`src/rtl/aif_clk_pkg.sv`:
```
package aif_clk_pkg;
  localparam int CTL_W     = 16;
  localparam int BIT_FLOAT = 15;
  localparam int BIT_MST   = 14;
  localparam int BIT_FCLK  = 13;
  localparam int BIT_FFRM  = 12;

  typedef struct packed {
    logic float_all;
    logic master;
    logic frc_clk;
    logic frc_frm;
  } ctl_t;
endpackage

```
`src/rtl/aif_ctl_reg.sv`:
```
module aif_ctl_reg
  import aif_clk_pkg::*;
(
  input  logic             clk,
  input  logic             rst_n,
  input  logic             wr,
  input  logic [CTL_W-1:0] wdata,
  output ctl_t             ctl
);
  logic unused_low_bits;
  assign unused_low_bits = ^wdata[BIT_FFRM-1:0];

  always_ff @(posedge clk or negedge rst_n) begin
    if (!rst_n) begin
      ctl <= '0;
    end else if (wr) begin
      ctl.float_all <= wdata[BIT_FLOAT];
      ctl.master    <= wdata[BIT_MST];
      ctl.frc_clk   <= wdata[BIT_FCLK];
      ctl.frc_frm   <= wdata[BIT_FFRM];
    end
  end
endmodule

```
`src/rtl/aif_bclk_gen.sv`:
```
module aif_bclk_gen #(
  parameter int HALF = 2
) (
  input  logic clk,
  input  logic rst_n,
  input  logic run,
  output logic bclk_q,
  output logic fall
);
  localparam int DW = (HALF > 1) ? $clog2(HALF) : 1;
  logic [DW-1:0] div_q;
  logic          term;

  assign term = (div_q == DW'(HALF - 1));
  assign fall = run && term && bclk_q;

  always_ff @(posedge clk or negedge rst_n) begin
    if (!rst_n) begin
      div_q  <= '0;
      bclk_q <= 1'b0;
    end else if (!run) begin
      div_q  <= '0;
      bclk_q <= 1'b0;
    end else if (term) begin
      div_q  <= '0;
      bclk_q <= ~bclk_q;
    end else begin
      div_q  <= div_q + 1'b1;
    end
  end
endmodule

```
`src/rtl/aif_frame_gen.sv`:
```
module aif_frame_gen #(
  parameter int LEN = 8
) (
  input  logic clk,
  input  logic rst_n,
  input  logic start,
  input  logic stop,
  input  logic adv,
  output logic frm_q,
  output logic last
);
  localparam int CW = (LEN > 1) ? $clog2(LEN) : 1;
  logic [CW-1:0] cnt_q;

  assign last = (cnt_q == CW'(LEN - 1));

  always_ff @(posedge clk or negedge rst_n) begin
    if (!rst_n) begin
      cnt_q <= '0;
      frm_q <= 1'b0;
    end else if (start) begin
      cnt_q <= '0;
      frm_q <= 1'b1;
    end else if (stop) begin
      cnt_q <= '0;
      frm_q <= 1'b0;
    end else if (adv) begin
      if (last) begin
        cnt_q <= '0;
        frm_q <= 1'b1;
      end else begin
        cnt_q <= cnt_q + 1'b1;
        frm_q <= ((int'(cnt_q) + 1) < (LEN / 2));
      end
    end
  end
endmodule

```
`src/rtl/aif_pad_ctrl.sv`:
```
module aif_pad_ctrl (
  input  logic float_all,
  input  logic master,
  input  logic pin_sel,
  output logic bclk_oe,
  output logic pbfrm_oe,
  output logic recfrm_oe,
  output logic sdout_oe
);
  logic drive;
  assign drive     = master && !float_all;
  assign bclk_oe   = drive;
  assign pbfrm_oe  = drive;
  assign recfrm_oe = drive && pin_sel;
  assign sdout_oe  = !float_all;
endmodule

```
`src/rtl/aif_clk_ctrl.sv`:
```
module aif_clk_ctrl
  import aif_clk_pkg::*;
#(
  parameter int BCLK_HALF = 2,
  parameter int PB_BCLKS  = 8,
  parameter int RC_BCLKS  = 16,
  parameter int NUM_CH    = 2
) (
  input  logic              clk,
  input  logic              rst_n,
  input  logic              ctl_wr,
  input  logic [CTL_W-1:0]  ctl_wdata,
  input  logic [NUM_CH-1:0] ch_en,
  input  logic              shared_pin_sel,
  output logic              bclk_o,
  output logic              bclk_oe,
  output logic              pbfrm_o,
  output logic              pbfrm_oe,
  output logic              recfrm_o,
  output logic              recfrm_oe,
  output logic              sdout_oe
);
  ctl_t ctl;
  logic any_ch, want, start, stop, boundary;
  logic run_q, gate_q, bclk_q, fall;
  logic pb_frm, rc_frm, pb_last, rc_last;
  logic float_all, master;

  aif_ctl_reg u_ctl (
    .clk(clk), .rst_n(rst_n), .wr(ctl_wr), .wdata(ctl_wdata), .ctl(ctl)
  );

  assign float_all = ctl.float_all;
  assign master    = ctl.master;
  assign any_ch    = |ch_en;
  assign want      = master && (any_ch || ctl.frc_clk || ctl.frc_frm);
  assign boundary  = fall && pb_last && rc_last;
  assign start     = !run_q && want;
  assign stop      = run_q && boundary && !want;

  always_ff @(posedge clk or negedge rst_n) begin
    if (!rst_n) begin
      run_q  <= 1'b0;
      gate_q <= 1'b0;
    end else if (start) begin
      run_q  <= 1'b1;
      gate_q <= any_ch || ctl.frc_clk;
    end else if (stop) begin
      run_q  <= 1'b0;
      gate_q <= 1'b0;
    end else if (boundary) begin
      gate_q <= any_ch || ctl.frc_clk;
    end
  end

  aif_bclk_gen #(.HALF(BCLK_HALF)) u_bclk (
    .clk(clk), .rst_n(rst_n), .run(run_q), .bclk_q(bclk_q), .fall(fall)
  );

  aif_frame_gen #(.LEN(PB_BCLKS)) u_pb (
    .clk(clk), .rst_n(rst_n), .start(start), .stop(stop), .adv(fall),
    .frm_q(pb_frm), .last(pb_last)
  );

  aif_frame_gen #(.LEN(RC_BCLKS)) u_rc (
    .clk(clk), .rst_n(rst_n), .start(start), .stop(stop), .adv(fall),
    .frm_q(rc_frm), .last(rc_last)
  );

  assign bclk_o   = bclk_q && gate_q;
  assign pbfrm_o  = pb_frm;
  assign recfrm_o = rc_frm;

  aif_pad_ctrl u_pad (
    .float_all(float_all), .master(master), .pin_sel(shared_pin_sel),
    .bclk_oe(bclk_oe), .pbfrm_oe(pbfrm_oe), .recfrm_oe(recfrm_oe),
    .sdout_oe(sdout_oe)
  );
endmodule

```
`config.mk`:
```
export PLATFORM = sky130hd
export DESIGN_NAME = aif_clk_ctrl
export DESIGN_NICKNAME = d
export VERILOG_FILES = /design/src/rtl/aif_clk_pkg.sv /design/src/rtl/aif_ctl_reg.sv /design/src/rtl/aif_bclk_gen.sv /design/src/rtl/aif_frame_gen.sv /design/src/rtl/aif_pad_ctrl.sv /design/src/rtl/aif_clk_ctrl.sv
export SDC_FILE = /design/constraint.sdc
export NUM_CORES = 1
export LEC_CHECK = 0
export ABC_AREA = 1
export BUFFER_PORTS_ARGS = -buffer_cell sky130_fd_sc_hd__buf_2
export CAP_MARGIN = 10
export CORE_MARGIN = 2
export CORE_UTILIZATION = 40
export DETAILED_ROUTE_END_ITERATION = 12
export GPL_TIMING_DRIVEN = 0
export HOLD_SLACK_MARGIN = 0.1
export PLACE_DENSITY = 0.68
export SYNTH_ARGS = -nofsm -noshare
export SYNTH_HDL_FRONTEND = slang
export SYNTH_SLANG_ARGS = --single-unit
```
`constraint.sdc`:
```
create_clock -name clk -period 1.17 [get_ports clk]
set_input_delay 0.0585 -clock clk [delete_from_list [all_inputs] [get_ports clk]]
set_output_delay 0.0585 -clock clk [all_outputs]
set_load 0.005 [all_outputs]
```
After elaboration in Yosys (flattened, before gate mapping)
Cells that the tools add are included.
- flip-flop bits (word level): 17
- bits of input ports: 22
- output and inout port bits: 7
- logic and storage cells: 68
- add/subtract/negate cells: 5
- $lt $le $gt $ge: 2
- eq/ne operators: 3
- muxes and demuxes: 25
- bitwise operators: 1
- reduce and logical (&&, ||, !) cells: 20
- operators with widths (operator ; count):
    32-bit by 4-bit less-than comparator with 1-bit output (second input constant) ; 1
    32-bit by 5-bit less-than comparator with 1-bit output (second input constant) ; 1
    1-bit 2-to-1 mux ; 17
    4-bit 2-to-1 mux ; 4
    3-bit 2-to-1 mux ; 4
    1-bit logical AND ; 11
    3-bit nonzero test ; 2
    4-bit by 1-bit adder with 5-bit output (second input constant) ; 1
    3-bit by 1-bit adder with 4-bit output (second input constant) ; 1
    4-bit by 1-bit adder with 4-bit output (second input constant) ; 1
    4-bit == test (second input constant) ; 1
    3-bit by 1-bit adder with 3-bit output (second input constant) ; 1
    3-bit == test (second input constant) ; 1
    1-bit logical NOT ; 3
    1-bit logical OR ; 2
    2-bit by 1-bit != test with 1-bit output (second input constant) ; 1
    2-bit nonzero test ; 1
    2-bit OR reduction ; 1
    1-bit adder (second input constant) ; 1
    1-bit inverter ; 1

Depth between registers and ports, before layout
- depth in word-level cells: 8
- gate-level depth with buffers: 8
- gate-level depth less buffers: 8

By module
From an unflattened synthesis, not the netlist that was laid out.
- cell total of the unflattened synthesis: 115
- area total of the unflattened synthesis: 912.1 µm²
- by module, submodules not included (module ; times used ; cells each ; area each (µm²) ; seq. area each (µm²)):
    aif_frame_gen (u_rc) ; 1 ; 34 ; 271.5 ; 125.1
    aif_frame_gen (u_pb) ; 1 ; 25 ; 214.0 ; 100.1
    aif_clk_ctrl ; 1 ; 22 ; 160.2 ; 50.0
    aif_ctl_reg ; 1 ; 17 ; 148.9 ; 100.1
    aif_bclk_gen ; 1 ; 11 ; 86.3 ; 50.0
    aif_pad_ctrl ; 1 ; 6 ; 31.3 ; 0.0

Worst setup path before layout
OpenSTA, ideal clock, no wires.
- path kind: reg-to-reg
- from: register u_pb.cnt_q[0]
- to: register u_rc.frm_q
- library setup time: 117 ps
- data arrival time: 1101 ps
- required time: 1053 ps
- setup slack: -48 ps
- cell stages (with the launch flop): 8
- path buffers: 0
- period minus slack after synthesis: 1218 ps
- cell sequence: dfrtp_1 -> ha_1 -> ha_1 -> nand4_1 -> nor2_4 -> nand2_4 -> nand3_1 -> nand2_1
- cells in the longest elaborated chain, start to end: 7
- elaborated cells on any way between the ends: 8
- those cells by class: eq/ne: 1; mux: 2; reduce/logical: 5
- ends and longest elaborated chain (what ; RTL line ; RTL):
    start: declaration ; aif_frame_gen.sv:13 ; logic [CW-1:0] cnt_q;
    start signal: assignment ; aif_frame_gen.sv:32 ; cnt_q <= cnt_q + 1'b1;
    3-bit == test (*) ; aif_frame_gen.sv:15 ; assign last = (cnt_q == CW'(LEN - 1));
    1-bit logical AND (*) (2 in series) ; aif_clk_ctrl.sv:37 ; assign boundary = fall && pb_last && rc_last;
    1-bit logical AND (*) (2 in series) ; aif_clk_ctrl.sv:39 ; assign stop = run_q && boundary && !want;
    1-bit 2-to-1 mux ; aif_frame_gen.sv:24 ; end else if (stop) begin
    1-bit 2-to-1 mux ; aif_frame_gen.sv:21 ; end else if (start) begin
    end signal: assignment ; aif_frame_gen.sv:33 ; frm_q <= ((int'(cnt_q) + 1) < (LEN / 2));
    end: declaration ; aif_frame_gen.sv:9 ; output logic frm_q,
Every way passes the cells marked *; elsewhere a longest branch is shown, timed or not.
A chain may end at the register's enable or synchronous reset.

Final worst setup path
- from: register u_pb.cnt_q[0]
- to: register u_pb.cnt_q[2]
- cells in the longest elaborated chain, start to end: 7
- elaborated cells on any way between the ends: 11
- those cells by class: add/sub: 1; eq/ne: 1; mux: 4; reduce/logical: 5
- ends and longest elaborated chain (what):
    branches (longest 7 deep; another with 3-bit by 1-bit adder with 3-bit output)
Parallel ways; which one is timed is not known. The select of a mux whose other input is x is not followed.

==> impl_metrics.ini <==
[status]
status = finished with violations
failed_checks = setup timing

[die]
start_util = 0.4175
die_area_um2 = 2662
x_dimension_of_the_die_um = 51.59
die_h_um = 51.59
num_rows = 17
core_um2 = 2170
io_pins = 29

[grt]
total_global_route_track_usage = 0.1841
antenna_violations_before_repair = 0
largest_net_degree_at_the_start_of_global_routing = 18
grt_pass1_vias = 831
gr-total-overflow = 0
grt_first_pass_wirelength_um = 3505

[clock_network]
cts_num_sinks = 17
clk_latency_ns = 0.30
cts_tree = built
cts.path.max_buffers = 2
h-tree-depth = 1
clk_transition_reported_paths_ns = 0.11
clockRootBuffer = sky130_fd_sc_hd__clkbuf_4
cts_buffers = 3

[logic_synthesis]
synthesis.instances = 110
synth_sequential_area_ratio = 0.4696
postSynthRegisterBits = 17
netlist_area_um2 = 905.9
syn_avg_cell_area_um2 = 8.235
synthesized_netlist_net_count = 135
synthesis.yosys.warnings = 0
synth.lib_cells_used.distinct = 19

[placed_design]
place_ws_ns = -0.1531
place.port_buffers = 16
post-dp-hpwl_um = 1324
finalWeightedCongestion = 0.8226

[detailed_routing]
dr.pass1.iters = 4
vias = 834
drt.antenna.violating_nets = 0
vias_per_cell = 4.821
drt_wl_total_um = 2024
drtIter0Drc = 17
route.detailed.drc = 0
detail_route.wl_per_cell_um = 11.70

[setup_path]
number_of_buffer_and_inverter_instances_along_the_worst_setup_path = 0
critical_path.max_stage_delay_ns = 0.39
critical_path_cell_by_cell = ha_2 > ha_4 > nand4_1 > nor2_4 > nand2_4 > nand3_1 > nand2_1
worst_ep_arrival_time_ns = 1.50
path_class = register to register
path_delay_family = simple AND/OR/NAND/NOR gates
timing.critical_path.to_type = register
crit_required_ns = 1.37
timing.critical_path.slowest_stage_cell = sky130_fd_sc_hd__dfrtp_1
critPathLaunchType = register
critical_path.max_fanout = 6

[timing]
slew_headroom = 0.7412
clock_skew_ns = 0.009580
final-setup-viol-count = 8
timing.final.crit_share = 1.108
rsz0062_at_grt = yes
final.min_clock_period_ns = 1.297
timing_worst_slew_pin_value_ns = 0.3881
maximum_clock_frequency_mhz = 771.1
setup_tns_ns = -0.8200
worst_slack_ns = -0.1268
fin_hold_ws_ns = 0.1067
finalHoldViolCount = 0
final-max-slew-violation-count = 0

[run]
timing.max_cap.violations = 0

[cells_and_area]
commonest_cells_after_routing_fill_and_taps_aside = 31 x sky130_fd_sc_hd__nand2_1, 17 x sky130_fd_sc_hd__nand3_1, 17 x sky130_fd_sc_hd__dfrtp_1
nNetsFinal = 171
syn2layout_area_growth_pct = 35.22
layout.filler_cells = 214
drive_above_1_share = 0.2966
layout.cells.most_common = sky130_fd_sc_hd__nand2_1
diodes = 0
finish.utilization = 0.5646

[power]
cellPowerDensity_nw_per_um2 = 861.1
max_rail_drop_vdd_mv = 0.8775
cellLeakagePower_nw = 0.6683

[min_path]
timing.hold.worst.class = input port to register
worst min-delay path: stages:
cell and delay, ns:
sky130_fd_sc_hd__buf_2 0.08, sky130_fd_sc_hd__inv_1 0.05, sky130_fd_sc_hd__nand2_1 0.06, sky130_fd_sc_hd__nand3_1 0.07, sky130_fd_sc_hd__nand2_1 0.06
worst paths after layout:
path | endpoint | depth (start not counted) | start | slack (ns)
worst max-delay path | u_pb.cnt_q[2]$_DFFE_PN0P_ | 7 | u_pb.cnt_q[0]$_DFFE_PN0P_ | -0.13
worst min-delay path | gate_q$_DFFE_PN0P_ | 5 | ch_en[0] | 0.11
worst max register to register | u_pb.cnt_q[2]$_DFFE_PN0P_ | 7 | u_pb.cnt_q[0]$_DFFE_PN0P_ | -0.13
worst min register to register | u_bclk.div_q$_DFF_PN0_ | 1 | u_bclk.div_q$_DFF_PN0_ | 0.52
max in group asynchronous | u_ctl.ctl[1]$_DFFE_PN0P_ | 2 | rst_n | 0.69
min in group asynchronous | u_rc.cnt_q[3]$_DFFE_PN0P_ | 2 | rst_n | 0.20
sequential cells by signal, indices dropped and copies added (netlist names):
register	cells
u_bclk.div_q	1
u_rc.frm_q	1
u_rc.cnt_q	4
run_q	1
u_pb.frm_q	1
u_ctl.ctl	4
u_bclk.bclk_q	1
gate_q	1
u_pb.cnt_q	3
synth_stat cells:
master,instances,area [um2]
sky130_fd_sc_hd__buf_4,1,7.510
sky130_fd_sc_hd__nand2_1,31,116.4
sky130_fd_sc_hd__nand4_1,2,12.51
sky130_fd_sc_hd__nand3_1,18,90.09
sky130_fd_sc_hd__and3_1,1,6.260
sky130_fd_sc_hd__nand3b_1,1,7.510
sky130_fd_sc_hd__dfrtp_1,17,425.4
sky130_fd_sc_hd__mux2_2,1,11.26
sky130_fd_sc_hd__xor2_1,1,8.760
sky130_fd_sc_hd__inv_2,1,3.750
sky130_fd_sc_hd__inv_1,14,52.55
sky130_fd_sc_hd__o21ai_0,4,20.02
sky130_fd_sc_hd__a21oi_1,1,5.000
sky130_fd_sc_hd__nand3_2,3,30.03
sky130_fd_sc_hd__nand2_4,1,11.26
sky130_fd_sc_hd__buf_6,2,22.52
sky130_fd_sc_hd__nor2_1,7,26.28
sky130_fd_sc_hd__nor2_4,1,11.26
sky130_fd_sc_hd__ha_1,3,37.54
final cells by class:
cell class                      count  area [um2]  area share
Clock inverter                      1       5.005    0.004086
Tap cell                           28       35.03     0.02860
Buffer                              2       22.52     0.01839
Inverter                           15       56.30     0.04597
Clock buffer                        3       22.52     0.01839
Timing Repair Buffer               32       231.5      0.1890
Multi-Input combinational cell     75       426.7      0.3483
Sequential cell                    17       425.4      0.3473
metal layers:
layer  GRT usage  vias to the layer above  wire [um]
met4      0.1053                        0         53
met1      0.2026                      389        847
li1            -                      420          -
met3     0.03736                        5         94
met5           0                        -          0
met2      0.3269                       20       1029
cells by family (layout without fill, tap and decap cells):
group,count (synthesis),in the layout,share of synthesized area
AOI/OAI and AO/OA,5,5,0.02762
xor gates and xnor gates,1,1,0.009670
adders and majority gates,3,3,0.04144
buffers and inverters,18,53,0.09530
DFF,17,17,0.4696
muxes,1,1,0.01243
and+or+nand+nor,65,65,0.3439
timing repair:
action,4_1_cts,5_1_grt
pin swaps,1,3
buffers inserted,4,3
hold buffers,10,1
cloned,0,1
gates resized for setup,0,10
endpoints found under the hold margin,22,2
endpoints found under the setup margin,9,16
metrics by stage:
stage,instances,cell area (um2),power (mW)
after detailed placement,154,1036,0.6975
after floorplan,110,920.9,0.6509
after global routing,173,1225,1.121
after global placement,154,1036,0.6945
final,173,1225,1.055
after CTS,172,1194,1.055
power by group:
part           internal, mW  switching, mW
logic                0.0628         0.0579
clock network         0.127          0.199
registers             0.600        0.00732
Note: power is estimated with default switching activity, not from simulation.
